==> src/rtl/rtc_trim_pkg.sv <==
package rtc_trim_pkg;

   // Amount the prescaler advances on one enabled source cycle
   typedef enum logic [1:0] {
      STEP_HOLD = 2'd0,
      STEP_ONE  = 2'd1,
      STEP_TWO  = 2'd2
   } step_e;

endpackage

==> src/rtl/rtc_trim_window.sv <==
// Tracks the position inside the correction period, keeps the pending and
// active trim words, and decides the prescaler step for each cycle.
module rtc_trim_window
   import rtc_trim_pkg::*;
#(
   parameter int SUB_W   = 10,
   parameter int NUM_SUB = 976,
   parameter int MAG_W   = 7
) (
   input  logic             clk_i,
   input  logic             rst_i,
   input  logic             en_i,
   input  logic             we_i,
   input  logic [MAG_W:0]   wdata_i,
   output step_e            step_o,
   output logic             wrap_o,
   output logic             act_neg_o,
   output logic [MAG_W-1:0] act_mag_o
);

   localparam int SIDX_W = $clog2(NUM_SUB);
   localparam logic [SIDX_W-1:0] LAST_SUB  = SIDX_W'(NUM_SUB - 1);
   localparam logic [SIDX_W:0]   NUM_SUB_X = (SIDX_W + 1)'(NUM_SUB);

   logic [SUB_W-1:0]  off_q;
   logic [SIDX_W-1:0] sub_q;
   logic [MAG_W:0]    pend_q;
   logic [MAG_W:0]    act_q;

   logic              off_last;
   logic              sub_last;
   logic [SIDX_W:0]   first_adj;
   logic              in_window;
   logic              adj_cycle;

   assign off_last  = &off_q;
   assign sub_last  = (sub_q == LAST_SUB);
   assign wrap_o    = en_i & off_last & sub_last;
   assign act_neg_o = act_q[MAG_W];
   assign act_mag_o = act_q[MAG_W-1:0];

   // First sub-period that gets an adjustment: NUM_SUB - magnitude
   assign first_adj = NUM_SUB_X - {{(SIDX_W + 1 - MAG_W){1'b0}}, act_mag_o};
   assign in_window = (act_mag_o != '0) && ({1'b0, sub_q} >= first_adj);
   assign adj_cycle = en_i && (off_q == '0) && in_window;

   always_comb begin
      if (!adj_cycle)     step_o = STEP_ONE;
      else if (act_neg_o) step_o = STEP_HOLD;
      else                step_o = STEP_TWO;
   end

   always_ff @(posedge clk_i) begin
      if (rst_i) begin
         off_q  <= '0;
         sub_q  <= '0;
         pend_q <= '0;
         act_q  <= '0;
      end else begin
         if (we_i)   pend_q <= wdata_i;
         if (wrap_o) act_q  <= pend_q;
         if (en_i) begin
            off_q <= off_q + 1'b1;
            if (off_last) sub_q <= sub_last ? '0 : sub_q + 1'b1;
         end
      end
   end

endmodule

==> src/rtl/rtc_trim_divider.sv <==
// Prescaler counter that advances by the chosen step; carry-out gives the
// tick and per-bit rising edges give the periodic events.
module rtc_trim_divider
   import rtc_trim_pkg::*;
#(
   parameter int PRESC_W = 10,
   parameter int NEV     = 8
) (
   input  logic               clk_i,
   input  logic               rst_i,
   input  logic               en_i,
   input  step_e              step_i,
   input  logic [NEV-1:0]     evt_en_i,
   output logic               tick_o,
   output logic [NEV-1:0]     evt_o,
   output logic [PRESC_W-1:0] presc_o
);

   logic [PRESC_W-1:0] presc_q;
   logic [PRESC_W:0]   sum;
   logic [PRESC_W-1:0] nxt;
   logic [NEV-1:0]     rise;

   assign sum     = {1'b0, presc_q} + {{(PRESC_W - 1){1'b0}}, step_i};
   assign nxt     = sum[PRESC_W-1:0];
   assign presc_o = presc_q;

   for (genvar n = 0; n < NEV; n++) begin : g_evt
      assign rise[n] = evt_en_i[n] & ~presc_q[n] & nxt[n];
   end

   always_ff @(posedge clk_i) begin
      if (rst_i) begin
         presc_q <= '0;
         tick_o  <= 1'b0;
         evt_o   <= '0;
      end else if (en_i) begin
         presc_q <= nxt;
         tick_o  <= sum[PRESC_W];
         evt_o   <= rise;
      end else begin
         tick_o  <= 1'b0;
         evt_o   <= '0;
      end
   end

endmodule

==> src/rtl/rtc_trim_presc.sv <==
module rtc_trim_presc
   import rtc_trim_pkg::*;
#(
   parameter int PRESC_W = 10,
   parameter int NEV     = 8,
   parameter int SUB_W   = 10,
   parameter int NUM_SUB = 976,
   parameter int MAG_W   = 7
) (
   input  logic           clk_i,
   input  logic           rst_i,
   input  logic           en_i,
   input  logic           corr_we_i,
   input  logic [MAG_W:0] corr_wdata_i,
   input  logic [NEV-1:0] evt_en_i,
   output logic           tick_o,
   output logic [NEV-1:0] evt_o
);

   localparam int MAX_MAG = (1 << MAG_W) - 1;

   // Elaboration-time parameter checks
   if (PRESC_W < 2) begin : g_bad_presc
      $error("PRESC_W must be at least 2");
   end
   if (NEV < 1 || NEV > PRESC_W) begin : g_bad_nev
      $error("NEV must lie in 1..PRESC_W");
   end
   if (MAG_W < 2) begin : g_bad_mag
      $error("MAG_W must be at least 2");
   end
   if (NUM_SUB < MAX_MAG + 1) begin : g_bad_sub
      $error("NUM_SUB must exceed the largest trim magnitude");
   end
   if (SUB_W < 1) begin : g_bad_subw
      $error("SUB_W must be at least 1");
   end

   step_e              step;
   logic               wrap;
   logic               act_neg;
   logic [MAG_W-1:0]   act_mag;
   logic [PRESC_W-1:0] presc;

   rtc_trim_window #(
      .SUB_W   (SUB_W),
      .NUM_SUB (NUM_SUB),
      .MAG_W   (MAG_W)
   ) u_window (
      .clk_i     (clk_i),
      .rst_i     (rst_i),
      .en_i      (en_i),
      .we_i      (corr_we_i),
      .wdata_i   (corr_wdata_i),
      .step_o    (step),
      .wrap_o    (wrap),
      .act_neg_o (act_neg),
      .act_mag_o (act_mag)
   );

   rtc_trim_divider #(
      .PRESC_W (PRESC_W),
      .NEV     (NEV)
   ) u_divider (
      .clk_i    (clk_i),
      .rst_i    (rst_i),
      .en_i     (en_i),
      .step_i   (step),
      .evt_en_i (evt_en_i),
      .tick_o   (tick_o),
      .evt_o    (evt_o),
      .presc_o  (presc)
   );

endmodule

==> config.mk <==
export PLATFORM = sky130hd
export DESIGN_NAME = rtc_trim_presc
export DESIGN_NICKNAME = d
export VERILOG_FILES = /design/src/rtl/rtc_trim_pkg.sv /design/src/rtl/rtc_trim_window.sv /design/src/rtl/rtc_trim_divider.sv /design/src/rtl/rtc_trim_presc.sv
export SDC_FILE = /design/constraint.sdc
export NUM_CORES = 1
export LEC_CHECK = 0
export BUFFER_PORTS_ARGS = -buffer_cell sky130_fd_sc_hd__buf_2
export CAP_MARGIN = 10
export CORE_MARGIN = 3
export CORE_UTILIZATION = 50
export DETAILED_ROUTE_END_ITERATION = 10
export PLACE_DENSITY = 0.73
export SYNTH_ARGS = -nofsm -noshare
export SYNTH_HDL_FRONTEND = slang
export SYNTH_SLANG_ARGS = --single-unit
==> constraint.sdc <==
create_clock -name clk_i -period 9.55 [get_ports clk_i]
set_input_delay 0 -clock clk_i [delete_from_list [all_inputs] [get_ports clk_i]]
set_output_delay 0 -clock clk_i [all_outputs]
set_load 0.02 [all_outputs]
==> results.ini, run 1 <==
[layout]
most-common-layout-cells = dfxtp_1 (55), nor2_1 (33), buf_2 (28)
area_growth_pct = 16.1
drive_gt1_frac = 0.118
multi_input_comb_area_um2 = 1460
register_area_um2 = 1100
n_fill_cell = 438
final_common_cell = dfxtp_1
n_antenna_cell = 0
final_nets = 373

[sta]
drv_slew = 0
hold_viol = 0
fin_crit_sh = 0.358
relSlewSlack = 0.378
setup_ws_ps = 6130
period_minus_slack_ps = 3420
fmax_ghz = 0.293
fin_skew_ps = 9.43
fin_setup_tns_ps = 0
finalSetupViolCount = 0
tightest_slew_ps = 925
rsz0062_at_grt = no

[critical_path]
slowest_stage = dfxtp_1
path_max_fanout = 6
cp.arrival_ps = 3600
timing.critical_path.mode_cell = ha_1
crit_chain = inv_1 -> ha_1 -> nand2_1 -> a21oi_1 -> xnor2_1 -> ha_1 -> a21oi_1 -> o21ai_0 -> and2_1 -> o31ai_1 -> ha_1 -> inv_1 -> fa_1 -> nor2b_1 -> nand4_1 -> xor2_1 -> nor2_1
slowest_delay_ps = 400
cp_data_required_time_ps = 9730
path_class = flop to flop
startpoint_type = flop
crit_path_end_kind = flop

[clock_network]
h-tree-depth = 2
cts_sinks = 55
postCtsHoldBufs = 15
clock_latency_ps = 310
post_cts_buffers = 0
numCtsBuffers = 5
cts_resized = 0
root_buffer = clkbuf_8
clk_pin_slew_ps = 100
cts_tree = done
clockBufferDepth = 2

[logic_synthesis]
synthAdderAreaFrac = 0.0731
synth.net_count = 335
seq_area_frac_synth = 0.412
postSynthAreaPerCell_um2 = 8.90
syn_inst = 300
synth_top_area_share = 0.412
synth-simple-area-share = 0.258
synthDistinctLibCells = 41
synth_compound_area_frac = 0.0941
ys.flop_type = dfxtp_1
synth-warning-count = 0
synth_top_area_cell = dfxtp_1
async_flop_share = 0
synth-edff-count = 0
synth_xor_area_frac = 0.0820
synth.mux.area_fraction = 0.0412
syn_area_um2 = 2670
synth_top_family_by_area = simple AND/OR/NAND/NOR gates
netlist_top_cells_area = dfxtp_1 (41%), ha_1 (6.6%), nor2_1 (4.6%)
synth_seq_cells = 55

[pwr]
pwr-share-comb = 0.064
power.total_mw = 0.403
vdd_drop_max_uv = 125
p_leak_nw = 1.21
p_switching_mw = 0.0949
p_per_area_nw_per_um2 = 130
internal-power_mw = 0.308
swShare = 0.236
p_clk_frac = 0.348
pwr-share-seq = 0.588

[grt]
grt_overflow = 0
grt_use_total = 0.188
grt_antenna_before_repair = 0
grt_max_degree = 40
first_global_vias = 2103
grt_pass1_wl_mm = 9.55

[placement]
hpwlAfterDp_mm = 3.72
port_buffers = 28
dp_slack_ps = 6170
gp_congestion = 0.881

[die]
core_um2 = 4940
die_x_um = 79.1
die-height_um = 79.1
boundaryPins = 29
start_util = 0.541
die-area_um2 = 6260
row_count = 25

[routing]
drc = 0
first_iter_violations = 143
ant_nets = 0
routedWlPerCell_um = 13.1
viasPerCell = 5.44
vias = 2209
dr.pass1.iters = 4
wirelength_mm = 5.31

[hold_path]
hold_path_class = input pin to flop

[run_status]
status = completed

[job]
drv_cap = 0

## worst paths after layout
path              slack, ps                   end                  from  cells past startpoint
setup / recovery       6130  u_divider.presc_o[8]     u_window.act_q[0]                     17
hold / removal          110    u_window.pend_q[5]             corr_we_i                      3
setup reg to reg       6130  u_divider.presc_o[8]     u_window.act_q[0]                     17
hold reg to reg         470    u_divider.evt_o[0]  u_divider.presc_o[0]                      1
## state kept, by name (all words and copies together), names as in the netlist
name               cells
u_window.off_q        10
u_divider.evt_o        8
u_window.pend_q        8
u_window.sub_q        10
u_window.act_q         8
u_divider.presc_o     10
u_divider.tick_o       1
## power by group through the flow
stage / Combinational (mW) / Clock [mW] / Sequential, mW
6_report: 0.0258 / 0.140 / 0.237
5_1_grt: 0.0294 / 0.154 / 0.238
4_1_cts: 0.0258 / 0.145 / 0.237
3_5_place_dp: 0.0211 / 0 / 0.242
3_3_place_gp: 0.0208 / 0 / 0.242
2_1_floorplan: 0.0141 / 0 / 0.242
## per-layer routing
layer | GRT usage | part of all wire | vias to the layer above
li1 | - | - | 1147
met1 | 0.255 | 0.48 | 1008
met2 | 0.296 | 0.46 | 46
met3 | 0.0431 | 0.049 | 8
met4 | 0.0636 | 0.017 | 0
met5 | 0 | 0 | -
## layout make-up
type | count | area share
multi-input cells | 217 | 0.472
flip-flops and latches | 55 | 0.355
repair buffers | 43 | 0.0936
well taps | 67 | 0.0270
clock buffers | 6 | 0.0266
inverters | 16 | 0.0194
clock inverters | 2 | 0.00645
## cell usage after synthesis, types with 2 or more instances
| library cell | count |
|---|---|
| mux2i_1 | 11 |
| a21oi_1 | 18 |
| dfxtp_1 | 55 |
| nor4_1 | 7 |
| xnor2_1 | 12 |
| and3_1 | 3 |
| nand3_1 | 19 |
| and2_1 | 2 |
| nor2_1 | 33 |
| and4_1 | 5 |
| o31ai_1 | 4 |
| nor3b_1 | 4 |
| o21ai_0 | 12 |
| nor2b_1 | 4 |
| nand2_1 | 15 |
| nor3_1 | 7 |
| nor4b_1 | 2 |
| xor2_1 | 13 |
| or3_1 | 2 |
| inv_1 | 16 |
| clkbuf_1 | 10 |
| nand4_1 | 10 |
| or4_1 | 5 |
| ha_1 | 14 |
## worst max-delay path: cells and delay by family, from the launching register on
family | cells | cell delay [ps]
compound gates | 4 | 480
xor+xnor | 2 | 280
fa+ha+maj | 4 | 1150
buf+inv | 2 | 110
flops | 1 | 400
simple gates | 5 | 870
## stage by stage
stage,utilization,instances,hold WS [ps],cell area [um2]
3_3_place_gp,0.576,383,231,2850
2_1_floorplan,-,300,117,2670
4_1_cts,0.628,406,99.3,3100
6_report,0.628,406,107,3100
3_5_place_dp,0.576,383,232,2850
5_1_grt,0.628,406,97.1,3100
## logic make-up (layout without fill, tap and decap cells)
logic type      after synthesis  count (layout)
simple gates                124             124
xor+xnor                     25              25
fa+ha+maj                    15              15
mux                          11              11
flops                        55              55
buf+inv                      28              67
compound gates               42              42
No activity file was read; power rests on OpenSTA's default activity.
==> inputs of run 2 (changes only) <==
- clock period: 9.55 -> 3.4 ns (I/O delays scaled with it)
==> results.ini, run 2 (synthesis gave the netlist of run 1 again) <==
[run_status]
status = completed

[sta]
fin_skew_ps = 8.04
hold_viol = 0
relSlewSlack = 0.374
drv_slew = 0
rsz0062_at_grt = no
tightest_slew_ps = 932
finalSetupViolCount = 0
fin_crit_sh = 0.935
period_minus_slack_ps = 3180
fin_hold_ws_ps = 96.4
fin_setup_tns_ps = 0
fmax_ghz = 0.315

[placement]
hpwlAfterDp_mm = 3.86
dp.cells = 384
port_buffers = 28
placed_area_um2 = 2860
gp_congestion = 0.870

[die]
row_count = 25
start_util = 0.541
core_um2 = 4940
die-area_um2 = 6260
die-height_um = 79.1
die_x_um = 79.1
boundaryPins = 29

[layout]
stdcell_count = 407
final_cell_area_um2 = 3120
n_antenna_cell = 0
area_growth_pct = 16.9
final_nets = 374
n_fill_cell = 443
most-common-layout-cells = dfxtp_1 (54), nor2_1 (33), buf_2 (28)
final_common_cell = dfxtp_1
drive_gt1_frac = 0.138

[clock_network]
clock_latency_ps = 310
clk_pin_slew_ps = 110
numCtsBuffers = 5
cts_tree = done
clockBufferDepth = 2
cts_sinks = 55
h-tree-depth = 2
root_buffer = clkbuf_8
post_cts_buffers = 0

[grt]
first_global_vias = 2212
grt_pass1_wl_mm = 9.92
grt_antenna_before_repair = 0
grt_overflow = 0
grt_max_degree = 40
grt_use_total = 0.195

[critical_path]
crit_path_end_kind = flop
path_max_fanout = 6
cp.arrival_ps = 3360
path_class = flop to flop
cp_data_required_time_ps = 3590
startpoint_type = flop
r2r_cells = 17

[routing]
routedWlPerCell_um = 13.8
wirelength_mm = 5.63
viasPerCell = 5.52
drc = 0
dr.pass1.iters = 4
first_iter_violations = 148
vias = 2247
ant_nets = 0

[pwr]
p_leak_nw = 1.20
vdd_drop_max_uv = 305
power.total_mw = 1.11
p_per_area_nw_per_um2 = 357

[hold_path]
worstHoldPathCells = 3
hold_path_class = input pin to flop

[job]
drv_cap = 0

## run 2: metrics by stage
stage | setup WS (ps) | util
2_1_floorplan | 335 | -
3_3_place_gp | 152 | 0.578
3_5_place_dp | 4.02 | 0.578
4_1_cts | 71.3 | 0.628
5_1_grt | 0.375 | 0.632
6_report | 221 | 0.632
## run 2: metal layers
metal / GRT usage / vias up / part of all wire
met2: 0.331 / 50 / 0.50
met4: 0.0619 / 0 / 0.0064
li1: - / 1148 / -
met5: 0 / - / 0
met3: 0.0385 / 6 / 0.041
met1: 0.250 / 1043 / 0.45
## run 2: layout make-up
class | instances | area [um2] | area share
Sequential cell | 55 | 1100 | 0.353
Multi-Input combinational cell | 217 | 1490 | 0.476
Timing Repair Buffer | 44 | 298 | 0.0954
Inverter | 16 | 60.1 | 0.0192
Tap cell | 67 | 83.8 | 0.0268
Clock buffer | 5 | 68.8 | 0.0220
Clock inverter | 3 | 23.8 | 0.00761
## run 2: worst paths after layout
kind | from | endpoint | slack [ps]
min | evt_en_i[6] | u_divider.evt_o[6] | 100
min reg2reg | u_window.pend_q[7] | u_window.act_q[7] | 480
max | u_window.act_q[0] | u_divider.presc_o[6] | 220
max reg2reg | u_window.act_q[0] | u_divider.presc_o[6] | 220
## run 2: power by group
group | internal [mW] | total (mW) | switching [mW]
clock | 0.148 | 0.373 | 0.225
combinational | 0.0388 | 0.0752 | 0.0364
sequential | 0.655 | 0.666 | 0.0109
## run 2: repair_timing
| action | 4_1_cts | 5_1_grt |
|---|---|---|
| pin swaps | 0 | 1 |
| hold endpoints to repair | 15 | 0 |
| hold buffers | 15 | 0 |
| cloned | 0 | 0 |
| resized for setup | 1 | 6 |
| setup endpoints to repair | 2 | 7 |
## run 2: critical path: stages, from the launching register on
cell and delay, ps:
dfxtp_2 350, inv_1 50, ha_1 190, nand2_1 100, a21oi_1 190, xnor2_1 160
ha_1 270, a21oi_1 120, o21ai_0 80, and2_1 180, o31ai_2 190, ha_2 210
inv_1 50, fa_2 370, nor2b_4 190, nand3_1 110, xor2_1 170, nor2_1 60
==> inputs of run 3 (changes only) <==
- CELL_PAD_IN_SITES_DETAIL_PLACEMENT: default -> 0
- CELL_PAD_IN_SITES_GLOBAL_PLACEMENT: default -> 1
- CORE_UTILIZATION: 50 -> 44
- PLACE_DENSITY: 0.73 -> 0.81
==> results.ini, run 3 (synthesis gave the netlist of run 1 again) <==
[run_status]
status = completed

[pwr]
p_per_area_nw_per_um2 = 360
power.total_mw = 1.13
vdd_drop_max_uv = 239
p_leak_nw = 1.22

[critical_path]
cp.arrival_ps = 3310
crit_path_end_kind = flop
startpoint_type = flop
crit_chain = inv_1 -> ha_1 -> nand2_1 -> a21oi_2 -> xnor2_1 -> ha_1 -> a21oi_1 -> o21ai_0 -> and2_1 -> o31ai_2 -> ha_2 -> inv_1 -> fa_2 -> nor2b_4 -> nand4_1 -> xor2_1 -> nor2_1
cp_data_required_time_ps = 3590
path_max_fanout = 6
r2r-end = u_divider.presc_o[8]
worstReg2RegStart = u_window.act_q[0]
slowest_stage = fa_2
rrSetupSlack_ps = 280
r2r_cells = 17
path_class = flop to flop
slowest_delay_ps = 370

[die]
die-area_um2 = 7040
die_x_um = 83.9
core_um2 = 5680
boundaryPins = 29
row_count = 27
start_util = 0.471
die-height_um = 83.9

[sta]
fin_crit_sh = 0.917
drv_slew = 0
fin_hold_ws_ps = 85.3
period_minus_slack_ps = 3120
hold_viol = 0
fmax_ghz = 0.321
finalSetupViolCount = 0
tightest_slew_ps = 879
fin_skew_ps = 6.60
relSlewSlack = 0.409
setup_ws_ps = 281
fin_setup_tns_ps = 0

[grt]
grt_overflow = 0
first_global_vias = 2190
grt_max_degree = 40
grt_pass1_wl_mm = 9.90
grt_antenna_before_repair = 0
grt_use_total = 0.168

[hold_path]
min_to = u_divider.evt_o[6]
worstHoldPathCells = 3
hp-start = evt_en_i[6]
hold_path_class = input pin to flop

[clock_network]
post_cts_buffers = 0
h-tree-depth = 2
numCtsBuffers = 5
cts_tree = done
cts_sinks = 55
root_buffer = clkbuf_8
clock_latency_ps = 310
clk_pin_slew_ps = 110
clockBufferDepth = 2

[layout]
area_growth_pct = 17.8
most-common-layout-cells = dfxtp_1 (53), nor2_1 (33), buf_2 (28)
n_antenna_cell = 0
final_nets = 374
n_fill_cell = 532
drive_gt1_frac = 0.147
final_common_cell = dfxtp_1

[routing]
vias = 2220
dr.pass1.iters = 4
viasPerCell = 5.39
ant_nets = 0
wirelength_mm = 5.61
drc = 0
routedWlPerCell_um = 13.6
first_iter_violations = 72

[job]
drv_cap = 0

[placement]
dp_slack_ps = -6.71
hpwlAfterDp_mm = 3.98
port_buffers = 28
gp_congestion = 0.784

-- run 3: cell count changes in the layout (fill, tap and decap cells not counted), sizes merged --
cell / change
clkinv: +2
clkinvlp: -2
-- run 3: critical path, delay by kind of cell (launching register included) --
kind / cells / cell delay, ps
adder cells (fa/ha/maj): 4 / 1040
AND/OR/NAND/NOR: 5 / 660
AO/OA/AOI/OAI: 4 / 540
flip-flops: 1 / 360
XOR/XNOR: 2 / 280
buffers and inverters: 2 / 110
-- run 3: final cells by class --
cell class | count | area (um2) | share of cell area
clock buffers | 5 | 68.8 | 0.0219
clock inverters | 3 | 28.8 | 0.00915
inverters | 16 | 60.1 | 0.0191
multi-input cells | 217 | 1500 | 0.476
flip-flops and latches | 55 | 1100 | 0.351
well taps | 72 | 90.1 | 0.0286
repair buffers | 44 | 298 | 0.0946
-- run 3: what timing repair did --
action,4_1_cts,5_1_grt
setup endpoints to repair,1,6
hold buffers,15,0
gates resized for setup,1,9
hold endpoints to repair,15,0
-- run 3: worst max-delay path by stage --
stage | from | end | slack (ps) | cells past startpoint
final | u_window.act_q[0] | u_divider.presc_o[8] | 280 | 17
after global routing | u_window.act_q[0] | u_divider.evt_o[1] | -10 | 12
after CTS | u_window.act_q[0] | u_divider.presc_o[8] | 120 | 17
after detailed placement | u_window.act_q[0] | u_divider.presc_o[8] | -7 | 17
after global placement | u_window.act_q[0] | u_divider.presc_o[8] | 130 | 17
after floorplan | u_window.act_q[0] | u_divider.presc_o[8] | 330 | 17
-- run 3: report_power, final --
part | leakage, nW | total (mW) | internal (mW) | switching (mW)
registers | 0.447 | 0.666 | 0.655 | 0.0107
logic | 0.720 | 0.0748 | 0.0389 | 0.0359
clock network | 0.0502 | 0.390 | 0.153 | 0.237
total | 1.22 | 1.13 | 0.848 | 0.284
-- run 3: per-stage QoR --
step	instances	util	instance area, um2
after floorplan	300	-	2670
after global placement	389	0.504	2860
after detailed placement	389	0.504	2860
after CTS	412	0.549	3110
after global routing	412	0.554	3150
final	412	0.554	3150
-- run 3: routing by layer --
metal	track usage	wire length, um	up-vias
li1	-	-	1148
met1	0.230	2910	1028
met2	0.264	2390	33
met3	0.0365	200	11
met4	0.0482	104	0
met5	0	0	-
